$ cat src/rtl/supply_reset_pkg.sv
package supply_reset_pkg;
  typedef enum logic [2:0] {
    ST_POR_WAIT,
    ST_POR_EXT,
    ST_BOR_WAIT,
    ST_BOR_EXT,
    ST_RUN
  } seq_state_e;
endpackage

$ cat src/rtl/sup_sync_bits.sv
module sup_sync_bits #(
  parameter int unsigned W      = 2,
  parameter int unsigned STAGES = 2
) (
  input  logic         clk,
  input  logic         arst_n,
  input  logic [W-1:0] d_i,
  output logic [W-1:0] q_o
);
  logic [STAGES-1:0][W-1:0] chain_q;

  always_ff @(posedge clk or negedge arst_n) begin
    if (!arst_n) chain_q <= '0;
    else         chain_q[0] <= d_i;
  end

  for (genvar s = 1; s < STAGES; s++) begin : g_stage
    always_ff @(posedge clk or negedge arst_n) begin
      if (!arst_n) chain_q[s] <= '0;
      else         chain_q[s] <= chain_q[s-1];
    end
  end

  assign q_o = chain_q[STAGES-1];
endmodule

$ cat src/rtl/sup_delay_timer.sv
module sup_delay_timer #(
  parameter int unsigned CNT_W = 8
) (
  input  logic             clk,
  input  logic             arst_n,
  input  logic             clr_i,
  input  logic             en_i,
  input  logic [CNT_W-1:0] target_i,
  output logic             done_o
);
  logic [CNT_W-1:0] cnt_q, cnt_d;

  always_comb begin
    cnt_d = cnt_q;
    if (clr_i)     cnt_d = '0;
    else if (en_i) cnt_d = cnt_q + CNT_W'(1);
  end

  always_ff @(posedge clk or negedge arst_n) begin
    if (!arst_n) cnt_q <= '0;
    else         cnt_q <= cnt_d;
  end

  assign done_o = en_i && (cnt_q == (target_i - CNT_W'(1)));
endmodule

$ cat src/rtl/sup_cause_regs.sv
module sup_cause_regs (
  input  logic       clk,
  input  logic       arst_n,
  input  logic       por_evt_i,
  input  logic       bor_evt_i,
  input  logic       we_i,
  input  logic [1:0] wdata_i,
  output logic       por_o,
  output logic       bor_o
);
  logic por_q, por_d, bor_q, bor_d;

  always_comb begin
    por_d = por_q;
    bor_d = bor_q;
    if (we_i) begin
      por_d = wdata_i[0];
      bor_d = wdata_i[1];
    end
    if (por_evt_i) por_d = 1'b1;
    if (bor_evt_i) bor_d = 1'b1;
  end

  always_ff @(posedge clk or negedge arst_n) begin
    if (!arst_n) begin
      por_q <= 1'b1;
      bor_q <= 1'b0;
    end else begin
      por_q <= por_d;
      bor_q <= bor_d;
    end
  end

  assign por_o = por_q;
  assign bor_o = bor_q;
endmodule

$ cat src/rtl/supply_reset_seq.sv
module supply_reset_seq
  import supply_reset_pkg::*;
#(
  parameter int unsigned CLK_HZ = 50_000_000,
  parameter int unsigned POR_US = 30,
  parameter int unsigned BOR_US = 100
) (
  input  logic       clk,
  input  logic       arst_n,
  input  logic       por_ok_i,
  input  logic       bor_ok_i,
  input  logic [2:0] pwrt_sel_i,
  input  logic       stat_we_i,
  input  logic [1:0] stat_wdata_i,
  output logic       sys_rst_n_o,
  output logic       rst_released_o,
  output logic       stat_por_o,
  output logic       stat_bor_o
);
  localparam int unsigned MS_CYC  = CLK_HZ / 1000;
  localparam int unsigned POR_RAW = (MS_CYC * POR_US + 999) / 1000;
  localparam int unsigned BOR_RAW = (MS_CYC * BOR_US + 999) / 1000;
  localparam int unsigned POR_CYC = (POR_RAW == 0) ? 1 : POR_RAW;
  localparam int unsigned BOR_CYC = (BOR_RAW == 0) ? 1 : BOR_RAW;
  localparam int unsigned MAX_DLY = BOR_CYC + MS_CYC * 128 + POR_CYC;
  localparam int unsigned CNT_W   = $clog2(MAX_DLY + 1);

  logic       por_ok_s, bor_ok_s;
  logic [1:0] sync_q;

  sup_sync_bits #(.W(2), .STAGES(2)) i_sync (
    .clk   (clk),
    .arst_n(arst_n),
    .d_i   ({bor_ok_i, por_ok_i}),
    .q_o   (sync_q)
  );
  assign por_ok_s = sync_q[0];
  assign bor_ok_s = sync_q[1];

  seq_state_e       state_q, state_d;
  logic             tmr_clr, tmr_en, tmr_done;
  logic             por_evt, bor_evt;
  logic [CNT_W-1:0] pwrt_cyc, bor_tgt, tgt;

  always_comb begin
    if (pwrt_sel_i == 3'd0) pwrt_cyc = '0;
    else                    pwrt_cyc = CNT_W'(MS_CYC) << pwrt_sel_i;
    bor_tgt = CNT_W'(BOR_CYC) + pwrt_cyc;
  end

  always_comb begin
    state_d = state_q;
    tmr_en  = 1'b0;
    tgt     = bor_tgt;
    por_evt = 1'b0;
    bor_evt = 1'b0;
    unique case (state_q)
      ST_POR_WAIT: if (por_ok_s) state_d = ST_POR_EXT;
      ST_POR_EXT: begin
        tmr_en = 1'b1;
        tgt    = CNT_W'(POR_CYC);
        if (!por_ok_s)     state_d = ST_POR_WAIT;
        else if (tmr_done) state_d = bor_ok_s ? ST_BOR_EXT : ST_BOR_WAIT;
      end
      ST_BOR_WAIT: begin
        if (!por_ok_s)     state_d = ST_POR_WAIT;
        else if (bor_ok_s) state_d = ST_BOR_EXT;
      end
      ST_BOR_EXT: begin
        tmr_en = 1'b1;
        if (!por_ok_s)      state_d = ST_POR_WAIT;
        else if (!bor_ok_s) state_d = ST_BOR_WAIT;
        else if (tmr_done)  state_d = ST_RUN;
      end
      ST_RUN: begin
        if (!por_ok_s) begin
          state_d = ST_POR_WAIT;
          por_evt = 1'b1;
        end else if (!bor_ok_s) begin
          state_d = ST_BOR_WAIT;
          bor_evt = 1'b1;
        end
      end
      default: state_d = ST_POR_WAIT;
    endcase
    tmr_clr = (state_d != state_q);
  end

  sup_delay_timer #(.CNT_W(CNT_W)) i_timer (
    .clk     (clk),
    .arst_n  (arst_n),
    .clr_i   (tmr_clr),
    .en_i    (tmr_en),
    .target_i(tgt),
    .done_o  (tmr_done)
  );

  sup_cause_regs i_cause (
    .clk      (clk),
    .arst_n   (arst_n),
    .por_evt_i(por_evt),
    .bor_evt_i(bor_evt),
    .we_i     (stat_we_i),
    .wdata_i  (stat_wdata_i),
    .por_o    (stat_por_o),
    .bor_o    (stat_bor_o)
  );

  logic rst_n_q, rel_q;

  always_ff @(posedge clk or negedge arst_n) begin
    if (!arst_n) begin
      state_q <= ST_POR_WAIT;
      rst_n_q <= 1'b0;
      rel_q   <= 1'b0;
    end else begin
      state_q <= state_d;
      rst_n_q <= (state_d == ST_RUN);
      rel_q   <= (state_d == ST_RUN) && (state_q != ST_RUN);
    end
  end

  assign sys_rst_n_o    = rst_n_q;
  assign rst_released_o = rel_q;
endmodule

$ cat config.mk
export PLATFORM = sky130hd
export DESIGN_NAME = supply_reset_seq
export DESIGN_NICKNAME = d
export VERILOG_FILES = /design/src/rtl/supply_reset_pkg.sv /design/src/rtl/sup_sync_bits.sv /design/src/rtl/sup_delay_timer.sv /design/src/rtl/sup_cause_regs.sv /design/src/rtl/supply_reset_seq.sv
export SDC_FILE = /design/constraint.sdc
export NUM_CORES = 1
export LEC_CHECK = 0
export ABC_AREA = 1
export BUFFER_PORTS_ARGS = -buffer_cell sky130_fd_sc_hd__buf_2
export CORE_UTILIZATION = 60
export CTS_CLUSTER_DIAMETER = 100
export DETAILED_ROUTE_END_ITERATION = 7
export GPL_TIMING_DRIVEN = 0
export HOLD_SLACK_MARGIN = 0.12
export MAX_ROUTING_LAYER = met4
export PLACE_DENSITY = 0.8
export SLEW_MARGIN = 20
export SYNTH_ARGS = -nofsm -noshare
export SYNTH_HDL_FRONTEND = slang
export SYNTH_SLANG_ARGS = --single-unit
$ cat constraint.sdc
create_clock -name clk -period 3.87 [get_ports clk]
set_input_delay 0.774 -clock clk [delete_from_list [all_inputs] [get_ports clk]]
set_output_delay 0.774 -clock clk [all_outputs]
set_load 0.05 [all_outputs]
Yosys cells after proc, flatten, opt, wreduce, memory -nomap -nowiden. Cells that the tools add are included.

Add/sub/neg operators: 3. Multipliers: 0. Div/mod/pow operators: 0. Order comparisons: 0. Equality and inequality tests: 8. Shift-type cells: 1. Mux-type cells: 26. Bitwise gates (word level): 0. Reductions and logical operators: 8.

Operators with widths (count): $mux 23 (4); $mux 3 (10); $add 13x23->23 const A (1); $add 23x1->23 const B (1); $eq 23x23->1 (1); $shl 16x3->23 const A (1); $sub 23x1->23 const B (1); $pmux 3 s5 (1); $mux 1 (11); $eq 3x2->1 const B (2); $eq 3x3->1 const B (2); $logic_not 3->1 (2); $reduce_bool 2->1 (3); $eq 3x1->1 const B (1); $ne 3x3->1 (1); $ne 3x3->1 const B (1); $logic_and 1x1->1 (2); $reduce_or 2->1 (1).

Bits in registers: 34. Bits in latches: 0. Memory bits (writable): 0. Memory bits (read-only): 0. Bits of input ports: 10. Logic and storage cells: 54. Memories kept: 0.

Longest topological paths before layout.
Depth in word-level cells: 13. Depth in mapped cells: 25.

Hierarchy. A second synthesis with hierarchy kept.

Cell total of the unflattened synthesis: 554. Area total of the unflattened synthesis: 3414.5 sq um.

By module, submodules not included: sup_delay_timer (instances 1, cells an instance 374, area an instance 2267.2 sq um); supply_reset_seq (instances 1, cells an instance 163, area an instance 944.7 sq um); sup_sync_bits (instances 1, cells an instance 6, area an instance 115.1 sq um); sup_cause_regs (instances 1, cells an instance 11, area an instance 87.6 sq um).

Least setup slack after synthesis. OpenSTA, ideal clock, no wires.

Kind: input -> register. Start point: input port pwrt_sel_i[0]. End point: register i_timer.cnt_q[21]. Library setup time: 119 ps. Arrival time: 3166 ps. Path slack: 586 ps. Stages: 22. Cell sequence: inv_2 ha_1 nor2_2 a21boi_2 ha_1 nand3_1 nand2_1 nor2_1 nand2_1 nor2_1 nand3_1 nor2_1 nand3_1 nor2_1 nand4_2 o21ai_2 nand2_2 nor2_2 nor2_8 buf_6 nand4_1 nand2_1.

Cells in the longest elaborated chain, start to end: 13. Elaborated cells between the ends (all ways): 17. Those cells by class: add/sub: 2; eq/ne: 2; shift: 1; mux: 9; reduce/logical: 3.

RTL lines: start, declared (line supply_reset_seq.sv:12) `input logic [2:0] pwrt_sel_i,`; $shl 16x3->23 / $logic_not 3->1 (equally long branches) (line supply_reset_seq.sv:47, supply_reset_seq.sv:46); $mux 23 (*) (line supply_reset_seq.sv:46) `if (pwrt_sel_i == 3'd0) pwrt_cyc = '0;`; $add 13x23->23 (*) (line supply_reset_seq.sv:48) `bor_tgt = CNT_W'(BOR_CYC) + pwrt_cyc;`; $mux 23 (*) (line supply_reset_seq.sv:57) `unique case (state_q)`; $sub 23x1->23 (*) (line sup_delay_timer.sv:24) `assign done_o = en_i && (cnt_q == (target_i - CNT_W'(1)));`; $eq 23x23->1 (*) (line sup_delay_timer.sv:24); $logic_and 1x1->1 (*) (line sup_delay_timer.sv:24); $mux 3 (line supply_reset_seq.sv:73) `else if (tmr_done) state_d = ST_RUN;`; $mux 3 (line supply_reset_seq.sv:72) `else if (!bor_ok_s) state_d = ST_BOR_WAIT;`; $mux 3 (line supply_reset_seq.sv:71) `if (!por_ok_s) state_d = ST_POR_WAIT;`; $pmux 3 s5 (*) (line supply_reset_seq.sv:57); via state_d[1] (line supply_reset_seq.sv:40) `seq_state_e state_q, state_d;`; $ne 3x3->1 (*) (line supply_reset_seq.sv:86) `tmr_clr = (state_d != state_q);`; $mux 23 / $reduce_bool 2->1 (equally long branches); end signal, assigned (line sup_delay_timer.sv:21) `else cnt_q <= cnt_d;`; end, declared (line sup_delay_timer.sv:11) `logic [CNT_W-1:0] cnt_q, cnt_d;`.

Mark *: on every way through the listed nets, which the timed path passes. The rest lies on a longest branch. A chain may end at the register's enable or synchronous reset.

Final worst setup path.
Start point: input port pwrt_sel_i[0]. End point: register i_timer.cnt_q[22].

Same word-level chain as after synthesis.

==> summary by stage <==
Route
The total length of routed wires is around 8000 um. After detailed routing, the number of remaining DRC violations is 0. The post-detailed-route via-to-cell ratio is between 5 and 6.

The routed layout has 3201 vias. The number of detailed-routing iterations run before antenna repair is 5. The post-detailed-route wirelength per cell is 14.3 um. The iteration-0 DRC count of the detailed router is ~300.

The count of antenna-violating nets left after detailed routing is 0.

Final layout
The finished cells cover between 0.003 and 0.004 sq mm. The count of cells in the finished layout, fillers not included, comes to between 500 and 600. The area growth from synthesis to layout is 9.95%. The final net count is between 500 and 600. Cells fill between 70% and 80% of the core in the end. After filler insertion, the fill cell instance count of the layout stands at about 450. The share of final-layout standard cells stronger than drive strength 1 is roughly an eighth. 0 antenna diodes ended up in the layout.

Pwr
The worst vdd rail ir drop is about 0.20 mV. The design draws about 960 uW. For this design the ratio of total power to cell area is between 200 and 300 mW/mm^2. For this design the static power due to leakage is ~1.7 nW.

Yosys
After Yosys synthesis, full adders, half adders and majority gates account for 3.67% of the synthesized area. The dominant cell type by area after synthesis is sky130_fd_sc_hd__dfrtp_1. sky130_fd_sc_hd__nand2_1 is the most common cell in the netlist. The synthesized netlist devotes under 10% of its cell area to compound gates. The cell count after synthesis came out at 460. After synthesis, flip-flops and latches occupy between 20 and 30% of the total area. The average footprint of a synthesized cell is ~6.7 sq um. The number of nets in the synthesized netlist is between 400 and 500. Synthesis instantiated 37 different standard cells from the library. In this run the biggest area consumer among cell types represents between 20% and 30% of the synthesized area. In this run the cell area of the synthesized design comes to 0.00307 sq mm. Counting instances in the post-synthesis netlist gives the leading cell types as sky130_fd_sc_hd__nand2_1, sky130_fd_sc_hd__inv_1, sky130_fd_sc_hd__nand4_1, sky130_fd_sc_hd__nor2_1, sky130_fd_sc_hd__dfrtp_1. By area the synthesized netlist is led by sky130_fd_sc_hd__dfrtp_1, sky130_fd_sc_hd__nand2_1, sky130_fd_sc_hd__nand4_1, sky130_fd_sc_hd__inv_1, sky130_fd_sc_hd__xor2_1. In the synthesized netlist the async set-or-reset flop fraction comes to 100%.

Of the total synthesized cell area, the portion taken by AND, OR, NAND and NOR gates is 45.1%. Counting flops with a built-in enable in the synthesized netlist gives 0. The synthesized netlist devotes 7.42% of its cell area to XOR and XNOR gates. The combinational family with the most area after synthesis is simple AND/OR/NAND/NOR gates. In the synthesized netlist, mux cells make up less than 1% of the area. Synthesis inferred 34 register bits. The primary flip-flop cell chosen by synthesis mapping is sky130_fd_sc_hd__dfrtp_1. The number of warnings printed during yosys synthesis is 0.

Place
After detailed placement, the design holds a cell count of 540. The placed instances occupy a cell area of 0.00322 sq mm. The post-placement setup slack is -146 ps. The final weighted congestion of routability-driven global placement is approximately 0.94.

The sum of net half-perimeters after detailed placement is 5800 um. During placement, the flow inserted port buffers numbering 13.

STA
For this run, the top clock speed supported by timing is between 0.2 and 0.3 GHz. Final hold analysis gives a worst-case slack of about 360 ps. The final cycle utilization of the critical path is 92.9%. For the final routed database, the setup TNS stands at 0 ps. The slack of the critical path is 275 ps. The total count of max-transition violations in the final report is 0. The final setup violation count is 0. On the final layout, the worst clock skew is around 4.8 ps.

At the pin with the least slew margin, the transition time is around 760 ps. In this run the tightest slew margin relative to its limit is 49.3%. Setup repair after global routing left no endpoint under its margin.

The number of hold violations in the final report is 0. The worst path needs between 3000 and 4000 ps of the cycle, external delays included.

Hold path
The path type of the worst min-delay path is reg -> reg. The cell depth of the worst min-delay path is 0.

Clock tree
The number of H-tree levels is 2. The clock passes through at most 2 buffers. In this run, post-CTS hold repair placed 0 buffers. TritonCTS built the clock tree. Counting the buffers created by CTS gives 5.

The clock latency on the worst-skew pair is approximately 290 ps. Clock tree synthesis found a total of 34 sinks. After clock tree synthesis, the clock-pin slew on the worst setup and hold paths is 80 ps. The clock root buffer is sky130_fd_sc_hd__clkbuf_8.

Critical path
Among all stages on the critical path, the largest delay is contributed by sky130_fd_sc_hd__ha_1. The cell family contributing the most delay on the critical path is simple AND/OR/NAND/NOR gates. The total buffers and inverters traversed by the critical path is 3. By instance count, the cell type seen most on the critical path is sky130_fd_sc_hd__nand2_1.

The worst setup path is launched from a primary input. STA puts the critical path data arrival time at ~3800 ps. The number of cells on the worst reg-to-reg path is 22. The data required time of the worst path is around 4000 ps.

The largest fanout of any net on the critical path is 10. The critical path's largest stage delay is ~300 ps. The endpoint kind of the worst setup timing path is a register.

By startpoint and endpoint, the worst setup path is classified as in -> reg. The logic depth of the worst setup path including buffers is 25.

Die
The number of standard-cell rows in the floorplan is 25. The core area is 0.00482 sq mm. The die covers about 0.0054 sq mm. The vertical die dimension is between 70 and 80 um. The effective utilization at floorplan is a little under two thirds. Measured along the x axis, the die boundary spans 73.5 um. The I/O pin count is 14.

Global route
The number of global-route vias before repair was about 2800. The first-pass GRT wire length is approximately 13000 um. The remaining global-route overflow is 0. The number of antenna violations at the first check in global routing is 0.

Entering global routing, the biggest net connects 35 pins. The aggregate global-route resource usage is about a third.

Outcome
The flow ran to the end, and the final reports show no timing, DRC or antenna violations.

Job
The max-cap check violation count is 0.
[report_power, final]
group | internal (mW) | total, mW | switching, mW | leakage (nW)
combinational | 0.0730 | 0.252 | 0.179 | 1.21
sequential | 0.367 | 0.376 | 0.00895 | 0.457
clock | 0.192 | 0.331 | 0.139 | 0.0504
total | 0.631 | 0.959 | 0.328 | 1.71
[worst paths after layout]
check / startpoint / endpoint / slack (ps)
worst min-delay path: i_sync.chain_q[0] / i_sync.q_o[0] / 360
worst max-delay path: pwrt_sel_i[0] / i_timer.cnt_q[22] / 270
max in group asynchronous: arst_n / rst_released_o / 2830
worst max register to register: state_q[1] / i_timer.cnt_q[22] / 920
worst min register to register: i_sync.chain_q[0] / i_sync.q_o[0] / 360
min in group asynchronous: arst_n / i_timer.cnt_q[20] / 550
[area by class of cell]
type	instances	area [sq um]	area share [%]
multi-input combinational	345	1900	56.2
sequential	34	852	25.3
inverter	65	244	7.23
buffer	16	104	3.08
tap	67	83.8	2.48
timing repair buffer	15	80.1	2.37
clock buffer	5	68.8	2.04
clock inverter	3	45.0	1.33
[worst register-to-register path: stages, from the launching register on]
cell                       delay (ps)
sky130_fd_sc_hd__dfrtp_1          410
sky130_fd_sc_hd__inv_1            180
sky130_fd_sc_hd__nand3_1          140
sky130_fd_sc_hd__buf_2            200
sky130_fd_sc_hd__nand3_1           90
sky130_fd_sc_hd__nand2_1           50
sky130_fd_sc_hd__nor2_1            80
sky130_fd_sc_hd__nand2_1           50
sky130_fd_sc_hd__nor2_1           120
sky130_fd_sc_hd__nand3_1           90
sky130_fd_sc_hd__nor2_1           150
sky130_fd_sc_hd__nand3_1           90
sky130_fd_sc_hd__nor2_1           130
sky130_fd_sc_hd__nand4_2          130
sky130_fd_sc_hd__nand2_1           90
sky130_fd_sc_hd__nand2_1           50
sky130_fd_sc_hd__nand2_1           70
sky130_fd_sc_hd__nand2_1           80
sky130_fd_sc_hd__nand2_1          120
sky130_fd_sc_hd__nand2_4          120
sky130_fd_sc_hd__clkbuf_4         220
sky130_fd_sc_hd__nand4_1          120
sky130_fd_sc_hd__nand2_1           70
[routing by layer]
layer  GRT usage, %  routed length [um]
met2           50.7                3690
met4           6.41                 112
met3           4.25                 591
met1           42.5                3450
met5              -                   0
[registers in the layout, indices dropped and copies added (netlist names)]
name,flops
i_timer.cnt_q,23
i_cause.bor_o,1
rst_released_o,1
i_cause.por_o,1
state_q,3
sys_rst_n_o,1
i_sync.chain_q,2
i_sync.q_o,2
[cell usage in the layout (no fill, tap or decap), drive strengths merged, types with 9 or more instances in the layout]
cell and instances:
nand2 119, inv 65, nand4 57, nor2 48, dfrtp 33, nand3 32
xor2 25, buf 23, nor3 20, o21ai 13, clkbuf 13, ha 9
[kinds of logic (layout without fill, tap and decap cells)]
family                   Yosys count  count (layout)
AND/OR/NAND/NOR                  286             286
buffers and inverters             81             104
flip-flops                        34              34
XOR/XNOR                          26              26
AO/OA/AOI/OAI                     22              22
adder cells (fa/ha/maj)            9               9
multiplexers                       2               2
[repair_timing]
action,4_1_cts,5_1_grt
setup endpoints to repair,0,21
setup buffers,0,2
gates resized for setup,0,7
No activity file was read; power rests on OpenSTA's default activity.
